<file path="src/rtl/bct_pkg.sv">
package bct_pkg;
  localparam int unsigned REG_AW = 5;

  localparam logic [REG_AW-1:0] OFS_CNT_LO = 5'h00;
  localparam logic [REG_AW-1:0] OFS_CNT_HI = 5'h04;
  localparam logic [REG_AW-1:0] OFS_CTRL   = 5'h08;
  localparam logic [REG_AW-1:0] OFS_STAT   = 5'h0C;
  localparam logic [REG_AW-1:0] OFS_CMP_LO = 5'h10;
  localparam logic [REG_AW-1:0] OFS_CMP_HI = 5'h14;
  localparam logic [REG_AW-1:0] OFS_STEP   = 5'h18;

  localparam int unsigned CB_RUN  = 0;
  localparam int unsigned CB_ARM  = 1;
  localparam int unsigned CB_IEN  = 2;
  localparam int unsigned CB_AADV = 3;
  localparam int unsigned CB_PSC  = 8;
  localparam int unsigned PSC_W   = 8;

  typedef struct packed {
    logic arm;
    logic ien;
    logic aadv;
  } bank_ctl_t;
endpackage

</file>
<file path="src/rtl/bct_count.sv">
module bct_count #(
  parameter int unsigned DW    = 32,
  parameter int unsigned PSC_W = 8,
  localparam int unsigned CW   = 2 * DW
) (
  input  logic             clk,
  input  logic             rst_n,
  input  logic             ctl_we,
  input  logic             run_wd,
  input  logic [PSC_W-1:0] psc_wd,
  input  logic             lo_we,
  input  logic             hi_we,
  input  logic [DW-1:0]    wdata,
  output logic [CW-1:0]    cnt_q,
  output logic             run_q,
  output logic [PSC_W-1:0] psc_q
);
  logic [PSC_W-1:0] phase_q, phase_n, psc_n;
  logic [CW-1:0]    cnt_n;
  logic             run_n, tick;

  assign tick = run_q && (phase_q == psc_q);

  always_comb begin
    run_n   = run_q;
    psc_n   = psc_q;
    phase_n = phase_q;
    cnt_n   = cnt_q;
    if (run_q) begin
      phase_n = tick ? '0 : phase_q + 1'b1;
    end
    if (ctl_we) begin
      run_n   = run_wd;
      psc_n   = psc_wd;
      phase_n = '0;
    end
    if (tick) begin
      cnt_n = cnt_q + 1'b1;
    end else if (!run_q) begin
      if (lo_we) cnt_n[DW-1:0]  = wdata;
      if (hi_we) cnt_n[CW-1:DW] = wdata;
    end
  end

  always_ff @(posedge clk or negedge rst_n) begin
    if (!rst_n) begin
      run_q   <= 1'b0;
      psc_q   <= '0;
      phase_q <= '0;
      cnt_q   <= '0;
    end else begin
      run_q   <= run_n;
      psc_q   <= psc_n;
      phase_q <= phase_n;
      cnt_q   <= cnt_n;
    end
  end
endmodule

</file>
<file path="src/rtl/bct_bank.sv">
module bct_bank
  import bct_pkg::*;
#(
  parameter int unsigned DW  = 32,
  localparam int unsigned CW = 2 * DW
) (
  input  logic          clk,
  input  logic          rst_n,
  input  logic [CW-1:0] cnt,
  input  logic          ctl_we,
  input  bank_ctl_t     ctl_wd,
  input  logic          clr_we,
  input  logic          cmp_lo_we,
  input  logic          cmp_hi_we,
  input  logic          step_we,
  input  logic [DW-1:0] wdata,
  output logic [CW-1:0] cmp_q,
  output logic [DW-1:0] step_q,
  output bank_ctl_t     ctl_q,
  output logic          flag_q,
  output logic          irq_o
);
  logic [CW-1:0] cmp_n;
  logic [DW-1:0] step_n;
  bank_ctl_t     ctl_n;
  logic          flag_n, hit;

  assign hit   = ctl_q.arm && (cnt >= cmp_q);
  assign irq_o = flag_q && ctl_q.ien;

  always_comb begin
    ctl_n  = ctl_we ? ctl_wd : ctl_q;
    step_n = step_we ? wdata : step_q;
    flag_n = hit || (flag_q && !clr_we);
    cmp_n  = cmp_q;
    if (hit && ctl_q.aadv) begin
      cmp_n = cmp_q + {{DW{1'b0}}, step_q};
    end
    if (cmp_lo_we) cmp_n[DW-1:0]  = wdata;
    if (cmp_hi_we) cmp_n[CW-1:DW] = wdata;
  end

  always_ff @(posedge clk or negedge rst_n) begin
    if (!rst_n) begin
      ctl_q  <= '0;
      step_q <= '0;
      flag_q <= 1'b0;
      cmp_q  <= '0;
    end else begin
      ctl_q  <= ctl_n;
      step_q <= step_n;
      flag_q <= flag_n;
      cmp_q  <= cmp_n;
    end
  end
endmodule

</file>
<file path="src/rtl/bct_rmux.sv">
module bct_rmux
  import bct_pkg::*;
#(
  parameter int unsigned DW    = 32,
  parameter int unsigned PSC_W = 8,
  localparam int unsigned CW   = 2 * DW
) (
  input  logic [REG_AW-1:0] addr,
  input  logic              bank_ok,
  input  logic [CW-1:0]     cnt,
  input  logic              run,
  input  logic [PSC_W-1:0]  psc,
  input  bank_ctl_t         ctl,
  input  logic              flag,
  input  logic [CW-1:0]     cmp,
  input  logic [DW-1:0]     step,
  output logic [DW-1:0]     rdata
);
  always_comb begin
    rdata = '0;
    case (addr)
      OFS_CNT_LO: rdata = cnt[DW-1:0];
      OFS_CNT_HI: rdata = cnt[CW-1:DW];
      OFS_CTRL: begin
        rdata[CB_RUN]                 = run;
        rdata[CB_PSC +: PSC_W]        = psc;
        rdata[CB_ARM]                 = bank_ok && ctl.arm;
        rdata[CB_IEN]                 = bank_ok && ctl.ien;
        rdata[CB_AADV]                = bank_ok && ctl.aadv;
      end
      OFS_STAT:   rdata[0] = bank_ok && flag;
      OFS_CMP_LO: rdata = bank_ok ? cmp[DW-1:0]  : '0;
      OFS_CMP_HI: rdata = bank_ok ? cmp[CW-1:DW] : '0;
      OFS_STEP:   rdata = bank_ok ? step : '0;
      default:    rdata = '0;
    endcase
  end
endmodule

</file>
<file path="src/rtl/banked_cmp_timer.sv">
module banked_cmp_timer
  import bct_pkg::*;
#(
  parameter int unsigned NCORE = 2,
  parameter int unsigned DW    = 32,
  localparam int unsigned CW   = 2 * DW,
  localparam int unsigned CIW  = (NCORE > 1) ? $clog2(NCORE) : 1
) (
  input  logic              clk,
  input  logic              rst_n,
  input  logic              reg_sel,
  input  logic              reg_wr,
  input  logic [REG_AW-1:0] reg_addr,
  input  logic [CIW-1:0]    reg_core,
  input  logic [DW-1:0]     reg_wdata,
  output logic [DW-1:0]     reg_rdata,
  output logic [NCORE-1:0]  irq
);
  logic [1:0] rst_sync_q;
  logic       rst_int_n;

  always_ff @(posedge clk or negedge rst_n) begin
    if (!rst_n) rst_sync_q <= 2'b00;
    else        rst_sync_q <= {rst_sync_q[0], 1'b1};
  end
  assign rst_int_n = rst_sync_q[1];

  logic we;
  logic we_ctl, we_stat, we_clo, we_chi, we_step, we_lo, we_hi;
  assign we      = reg_sel && reg_wr;
  assign we_ctl  = we && (reg_addr == OFS_CTRL);
  assign we_stat = we && (reg_addr == OFS_STAT) && reg_wdata[0];
  assign we_clo  = we && (reg_addr == OFS_CMP_LO);
  assign we_chi  = we && (reg_addr == OFS_CMP_HI);
  assign we_step = we && (reg_addr == OFS_STEP);
  assign we_lo   = we && (reg_addr == OFS_CNT_LO);
  assign we_hi   = we && (reg_addr == OFS_CNT_HI);

  logic [CW-1:0]    cnt_q;
  logic             run_q;
  logic [PSC_W-1:0] psc_q;

  bct_count #(.DW(DW), .PSC_W(PSC_W)) u_count (
    .clk    (clk),
    .rst_n  (rst_int_n),
    .ctl_we (we_ctl),
    .run_wd (reg_wdata[CB_RUN]),
    .psc_wd (reg_wdata[CB_PSC +: PSC_W]),
    .lo_we  (we_lo),
    .hi_we  (we_hi),
    .wdata  (reg_wdata),
    .cnt_q  (cnt_q),
    .run_q  (run_q),
    .psc_q  (psc_q)
  );

  bank_ctl_t           ctl_wd;
  bank_ctl_t           b_ctl  [NCORE];
  logic [CW-1:0]       b_cmp  [NCORE];
  logic [DW-1:0]       b_step [NCORE];
  logic [NCORE-1:0]    b_flag;
  logic [NCORE-1:0]    b_arm;
  logic [NCORE-1:0]    b_ien;

  assign ctl_wd.arm  = reg_wdata[CB_ARM];
  assign ctl_wd.ien  = reg_wdata[CB_IEN];
  assign ctl_wd.aadv = reg_wdata[CB_AADV];

  for (genvar i = 0; i < NCORE; i++) begin : g_bank
    logic mine;
    assign mine = (reg_core == CIW'(i));

    bct_bank #(.DW(DW)) u_bank (
      .clk       (clk),
      .rst_n     (rst_int_n),
      .cnt       (cnt_q),
      .ctl_we    (we_ctl && mine),
      .ctl_wd    (ctl_wd),
      .clr_we    (we_stat && mine),
      .cmp_lo_we (we_clo && mine),
      .cmp_hi_we (we_chi && mine),
      .step_we   (we_step && mine),
      .wdata     (reg_wdata),
      .cmp_q     (b_cmp[i]),
      .step_q    (b_step[i]),
      .ctl_q     (b_ctl[i]),
      .flag_q    (b_flag[i]),
      .irq_o     (irq[i])
    );
    assign b_arm[i] = b_ctl[i].arm;
    assign b_ien[i] = b_ctl[i].ien;
  end

  logic          bank_ok;
  bank_ctl_t     sel_ctl;
  logic          sel_flag;
  logic [CW-1:0] sel_cmp;
  logic [DW-1:0] sel_step;

  always_comb begin
    bank_ok  = 1'b0;
    sel_ctl  = '0;
    sel_flag = 1'b0;
    sel_cmp  = '0;
    sel_step = '0;
    for (int i = 0; i < NCORE; i++) begin
      if (reg_core == CIW'(i)) begin
        bank_ok  = 1'b1;
        sel_ctl  = b_ctl[i];
        sel_flag = b_flag[i];
        sel_cmp  = b_cmp[i];
        sel_step = b_step[i];
      end
    end
  end

  bct_rmux #(.DW(DW), .PSC_W(PSC_W)) u_rmux (
    .addr    (reg_addr),
    .bank_ok (bank_ok),
    .cnt     (cnt_q),
    .run     (run_q),
    .psc     (psc_q),
    .ctl     (sel_ctl),
    .flag    (sel_flag),
    .cmp     (sel_cmp),
    .step    (sel_step),
    .rdata   (reg_rdata)
  );
endmodule

</file>
<file path="config.mk">
export PLATFORM = sky130hd
export DESIGN_NAME = banked_cmp_timer
export DESIGN_NICKNAME = d
export VERILOG_FILES = /design/src/rtl/bct_pkg.sv /design/src/rtl/bct_count.sv /design/src/rtl/bct_bank.sv /design/src/rtl/bct_rmux.sv /design/src/rtl/banked_cmp_timer.sv
export SDC_FILE = /design/constraint.sdc
export NUM_CORES = 1
export LEC_CHECK = 0
export CAP_MARGIN = 20
export CORE_ASPECT_RATIO = 1.5
export CORE_UTILIZATION = 55
export CTS_CLUSTER_SIZE = 8
export DETAILED_ROUTE_END_ITERATION = 8
export PLACE_DENSITY = 0.71
export SETUP_SLACK_MARGIN = 0.02
export SYNTH_ARGS = -nofsm -noshare
export SYNTH_HDL_FRONTEND = slang
export SYNTH_SLANG_ARGS = --single-unit
</file>
<file path="constraint.sdc">
create_clock -name clk -period 11.3 [get_ports clk]
set_input_delay 2.26 -clock clk [delete_from_list [all_inputs] [get_ports clk]]
set_output_delay 2.26 -clock clk [all_outputs]
set_load 0.01 [all_outputs]
</file>
# Word level (Yosys, flattened, before mapping)
# Index checks and enable logic that the tools add are counted.
# totals
register_bits	283
output_inout_bits	34
# classes
add_sub_neg	4
order_cmp	2
eq_ne	8
muxes	22
bitwise_logic	1
n_reduce_logical	42
# ops
cell	count
$mux 64	5
$mux 32	7
$add 64x32->64	2
$ge 64x64->1	2
$pmux 16 s5	1
$add 64x1->64 const B	1
$pmux 8 s6	1
$logic_and 1x1->1	28
$mux 8	3
$pmux 4 s5	1
$pmux 3 s6	1
$eq 5x5->1 const B	3
$reduce_bool 2->1	7
$eq 5x4->1 const B	2
$add 8x1->8 const B	1
$eq 8x8->1	1
$pmux 1 s7	1
$eq 5x3->1 const B	1
$logic_not 5->1	1
$reduce_and 2->1	2
$mux 3	1
$logic_not 1->1	2
$logic_or 1x1->1	2
$ne 2x2->1 const B	1
other kinds (2)	2

# Depth between registers and ports, before layout
# depth
ltp_word	7
ltp_mapped	14

# Hierarchy
# A second synthesis with hierarchy kept.
# unflattened
hier_cells	2728
hier_area_um2	23722.8
# by_module_without_submodules
module	n_inst	cells_each	area_per_inst_um2	seq_area_each_um2
bct_bank (g_bank[1].u_bank)	1	943	8037.7	2502.4
bct_bank (g_bank[0].u_bank)	1	913	7985.2	2502.4
bct_count	1	560	4842.1	2026.9
bct_rmux	1	174	1445.1	0.0
banked_cmp_timer	1	138	1412.6	50.0

# Worst setup path after synthesis
# OpenSTA, ideal clock, no wires.
# synth_timing
kind	input to output
startpoint	in reg_addr[2]
endpoint	out reg_rdata[28]
t_arrival_ns	3.981
t_required_ns	9.040
slack_ns	5.059
cell_stages	6
path_cell_list	clkbuf_1 > nor3_1 > clkbuf_1 > clkbuf_1 > a221oi_1 > o21ai_0
# synth_between
elab_chain_cells	2
# synth_rtl
item	line_no	text
start: declaration	banked_cmp_timer.sv:13	input logic [REG_AW-1:0] reg_addr,
$eq 5x5->1 (tied with other cells)	bct_rmux.sv:21	case (addr)
$pmux 16 s5 *	bct_rmux.sv:21	
end: declaration	banked_cmp_timer.sv:16	output logic [DW-1:0] reg_rdata,
# Every way passes the cells marked *; elsewhere a longest branch is shown, timed or not.

# Worst setup path in the final report
# layout_timing
startpoint	in reg_addr[2]
endpoint	out reg_rdata[7]
# layout_between
elab_chain_cells	2
# layout_rtl
item	line_no
$eq 5x5->1 (tied with other cells)	bct_rmux.sv:21
$pmux 4 s5 *	bct_rmux.sv:21
# Marked as above.

==> results.json <==
{
  "stdcell_count": 3206,
  "critPathSlowestCell": "clkdlybuf4s50_1",
  "grt_pass1_wl_um": 141000,
  "io_pins": 76,
  "cp-start-kind": "input pin",
  "whs_path_depth": 0,
  "arrival_ns": 5.48,
  "antenna_found_initial": 1,
  "area_growth_pct": 10.3,
  "syn_inst": 2698,
  "vias_per_cell": 7.08,
  "clk-insertion-delay-late_ns": 0.56,
  "grt.total_usage": 0.459,
  "slowest_delay_ns": 0.82,
  "crit_top_cell": "clkdlybuf4s50_1",
  "cp-end-kind": "output port",
  "grt_overflow_total": 0,
  "grt_pass1_vias": 22200,
  "placed_cells": 3152,
  "maxCapViolCount": 0,
  "status": "finished clean",
  "wl_per_cell_um": 29.8,
  "slew_headroom": 0.163,
  "slew_viol_final": 0,
  "setup_tns_ns": 0,
  "cts_buffer_depth": 3,
  "cts_buffers": 41,
  "h-tree-depth": 2,
  "ir_worst_vdd_v": 0.000135,
  "dr.pass1.iters": 9,
  "ant_nets": 0,
  "final_nets": 2932,
  "crit_type": "in2out",
  "die_h_um": 249,
  "initial_utilization": 0.558,
  "power_leakage_uw": 0.0112,
  "rsz0062_at_grt": "no",
  "yosys_register_bits": 283,
  "postCtsSetupBuffers": 0,
  "totalWireLength_um": 95500,
  "syn_area_um2": 22400,
  "grt_max_degree": 148,
  "core.rowCount": 90,
  "gp_congestion": 1.10,
  "ys_seq_area_frac": 0.316,
  "synth-edff-count": 0,
  "synth_cell_types": 84,
  "finalHoldViolations": 0,
  "tightestPinTransition_ns": 1.24,
  "dieArea_um2": 41600,
  "cp_max_fo": 57,
  "syn_nets": 2936,
  "portBuffers": 75,
  "clkTransAtPathRegs_ns": 0.05,
  "path_cells": "clkdlybuf4s50_1, nand2b_1, nor2_4, buf_4, a221oi_1, o21ai_0, clkdlybuf4s50_1",
  "total_power_uw": 4310,
  "min_period_ns": 7.74,
  "dr.first_iter.drc_count": 2897,
  "r2r_cells": 11,
  "synth-main-ff-cell": "dfrtp_1",
  "cts_root_buf": "clkbuf_16",
  "syn_area_per_cell_um2": 8.31,
  "core_um2": 40200,
  "post_dp_cell_area_um2": 23500,
  "async_reset_ff_frac": 1.00,
  "setup_violations": 0,
  "powerDensity_nw_per_um2": 174,
  "skew_ns": 0.0217,
  "fmax_mhz": 129,
  "hp-class": "reg2reg",
  "cts_resized": 0,
  "cts.sinks": 283,
  "drive_gt1_frac": 0.0852,
  "vias": 22700,
  "cts_tree": "done",
  "drc": 0,
  "required_ns": 9.04,
  "design_area_um2": 24700,
  "yosysWarnings": 0,
  "dp_hpwl_um": 72200,
  "cts_hold_buffers": 0,
  "period_share": 0.685,
  "die_w_um": 167
}
critical path, delay by kind of cell:
family / cells / cell delay (ns)
buffers and inverters: 3 / 1.99
AND/OR/NAND/NOR: 2 / 0.44
AO/OA/AOI/OAI: 2 / 0.73
metrics by stage:
stage	worst slack (ns)	utilization	hold slack (ns)
after floorplan	2.83	-	0.331
after global placement	3.72	0.585	0.344
after detailed placement	3.66	0.585	0.337
after CTS	3.66	0.612	0.358
after global routing	3.48	0.615	0.370
final	3.56	0.615	0.356
layout make-up:
class	instances	area, um2
Tap cell	506	633
Inverter	163	612
Clock buffer	46	1090
Multi-Input combinational cell	2097	14200
Antenna cell	1	2.50
Fill cell	3546	15500
Timing Repair Buffer	108	1080
Clock inverter	2	13.8
Sequential cell	283	7090
power by group:
group / leakage [uW] / internal (uW) / switching, uW / total [uW]
registers: 0.00318 / 1170 / 391 / 1560
clock network: 0.000542 / 667 / 459 / 1130
logic: 0.00752 / 638 / 989 / 1630
total: 0.0112 / 2470 / 1840 / 4310
placed cells by master, fill, tap and decap left out, types with 65 or more instances in the layout:
cell type / synthesis / layout
a21oi_1: 220 / 220
mux2_2: 91 / 91
o21ai_0: 168 / 168
a221oi_1: 65 / 65
inv_1: 163 / 163
ha_1: 194 / 194
dfrtp_1: 283 / 282
nand2_1: 261 / 260
clkdlybuf4s50_1: 0 / 74
xnor2_1: 76 / 76
nor2_1: 269 / 263
nand3_1: 91 / 91
registers in the layout (all words and copies together) (netlist names):
name / flops
g_bank.u_bank.cmp_q: 128
g_bank.u_bank.ctl_q: 6
g_bank.u_bank.flag_q: 2
g_bank.u_bank.step_q: 64
rst_sync_q: 2
u_count.cnt_q: 64
u_count.phase_q: 8
u_count.psc_q: 8
u_count.run_q: 1
kinds of logic (layout without fill, tap and decap cells):
logic type               after synthesis  after routing  share of synthesized area
flip-flops                           283            283                      0.316
adder cells (fa/ha/maj)              196            196                      0.110
AO/OA/AOI/OAI                        794            794                      0.238
other                                  1              2                   0.000167
AND/OR/NAND/NOR                      894            894                      0.187
XOR/XNOR                              98             98                     0.0383
multiplexers                         114            114                     0.0565
buffers and inverters                318            319                     0.0543
final timing paths:
| kind | start | endpoint | slack (ns) |
|---|---|---|---|
| max | reg_addr[2] | reg_rdata[7] | 3.56 |
| min | rst_sync_q[0]$_DFF_PN0_ | rst_sync_q[1]$_DFF_PN0_ | 0.36 |
| max reg2reg | u_count.cnt_q[57]$_DFFE_PN0P_ | g_bank[1].u_bank.cmp_q[45]$_DFFE_PN0P_ | 5.90 |
| min reg2reg | rst_sync_q[0]$_DFF_PN0_ | rst_sync_q[1]$_DFF_PN0_ | 0.36 |
| max in group asynchronous | rst_n | rst_sync_q[1]$_DFF_PN0_ | 9.29 |
| min in group asynchronous | rst_sync_q[1]$_DFF_PN0_ | g_bank[0].u_bank.cmp_q[60]$_DFFE_PN0P_ | 0.44 |
synth_stat cells, types with 12 or more instances:
cell type / n / share of area
dfrtp_1: 283 / 0.32
nor2_1: 269 / 0.045
nand2_1: 261 / 0.044
a21oi_1: 220 / 0.049
ha_1: 194 / 0.11
o21ai_0: 168 / 0.038
inv_1: 163 / 0.027
clkbuf_1: 125 / 0.021
mux2_2: 91 / 0.046
nand3_1: 91 / 0.020
xnor2_1: 76 / 0.030
a221oi_1: 65 / 0.025
nand4_1: 62 / 0.017
nor3_1: 56 / 0.013
a211oi_1: 47 / 0.016
a21o_1: 44 / 0.015
a31oi_1: 31 / 0.0087
a222oi_1: 27 / 0.012
and3_1: 25 / 0.0070
or3_1: 25 / 0.0070
a311oi_1: 22 / 0.0086
mux2i_1: 22 / 0.0098
xor2_1: 22 / 0.0086
o21a_1: 19 / 0.0064
buf_1: 18 / 0.0030
o211ai_1: 18 / 0.0060
and2_1: 17 / 0.0047
nand2b_1: 17 / 0.0047
o21bai_1: 16 / 0.0054
o22ai_1: 16 / 0.0045
and4_1: 15 / 0.0059
nor4_1: 15 / 0.0042
o2111ai_1: 13 / 0.0051
o31ai_1: 12 / 0.0040
metal layers:
layer	vias to the layer above	track usage	routed length [um]
met5	-	0	0
met4	0	0.507	12600
met3	512	0.0782	7650
met2	1463	0.726	42700
met1	10800	0.498	32600
li1	9933	-	-
(Power assumes the default switching activity.)
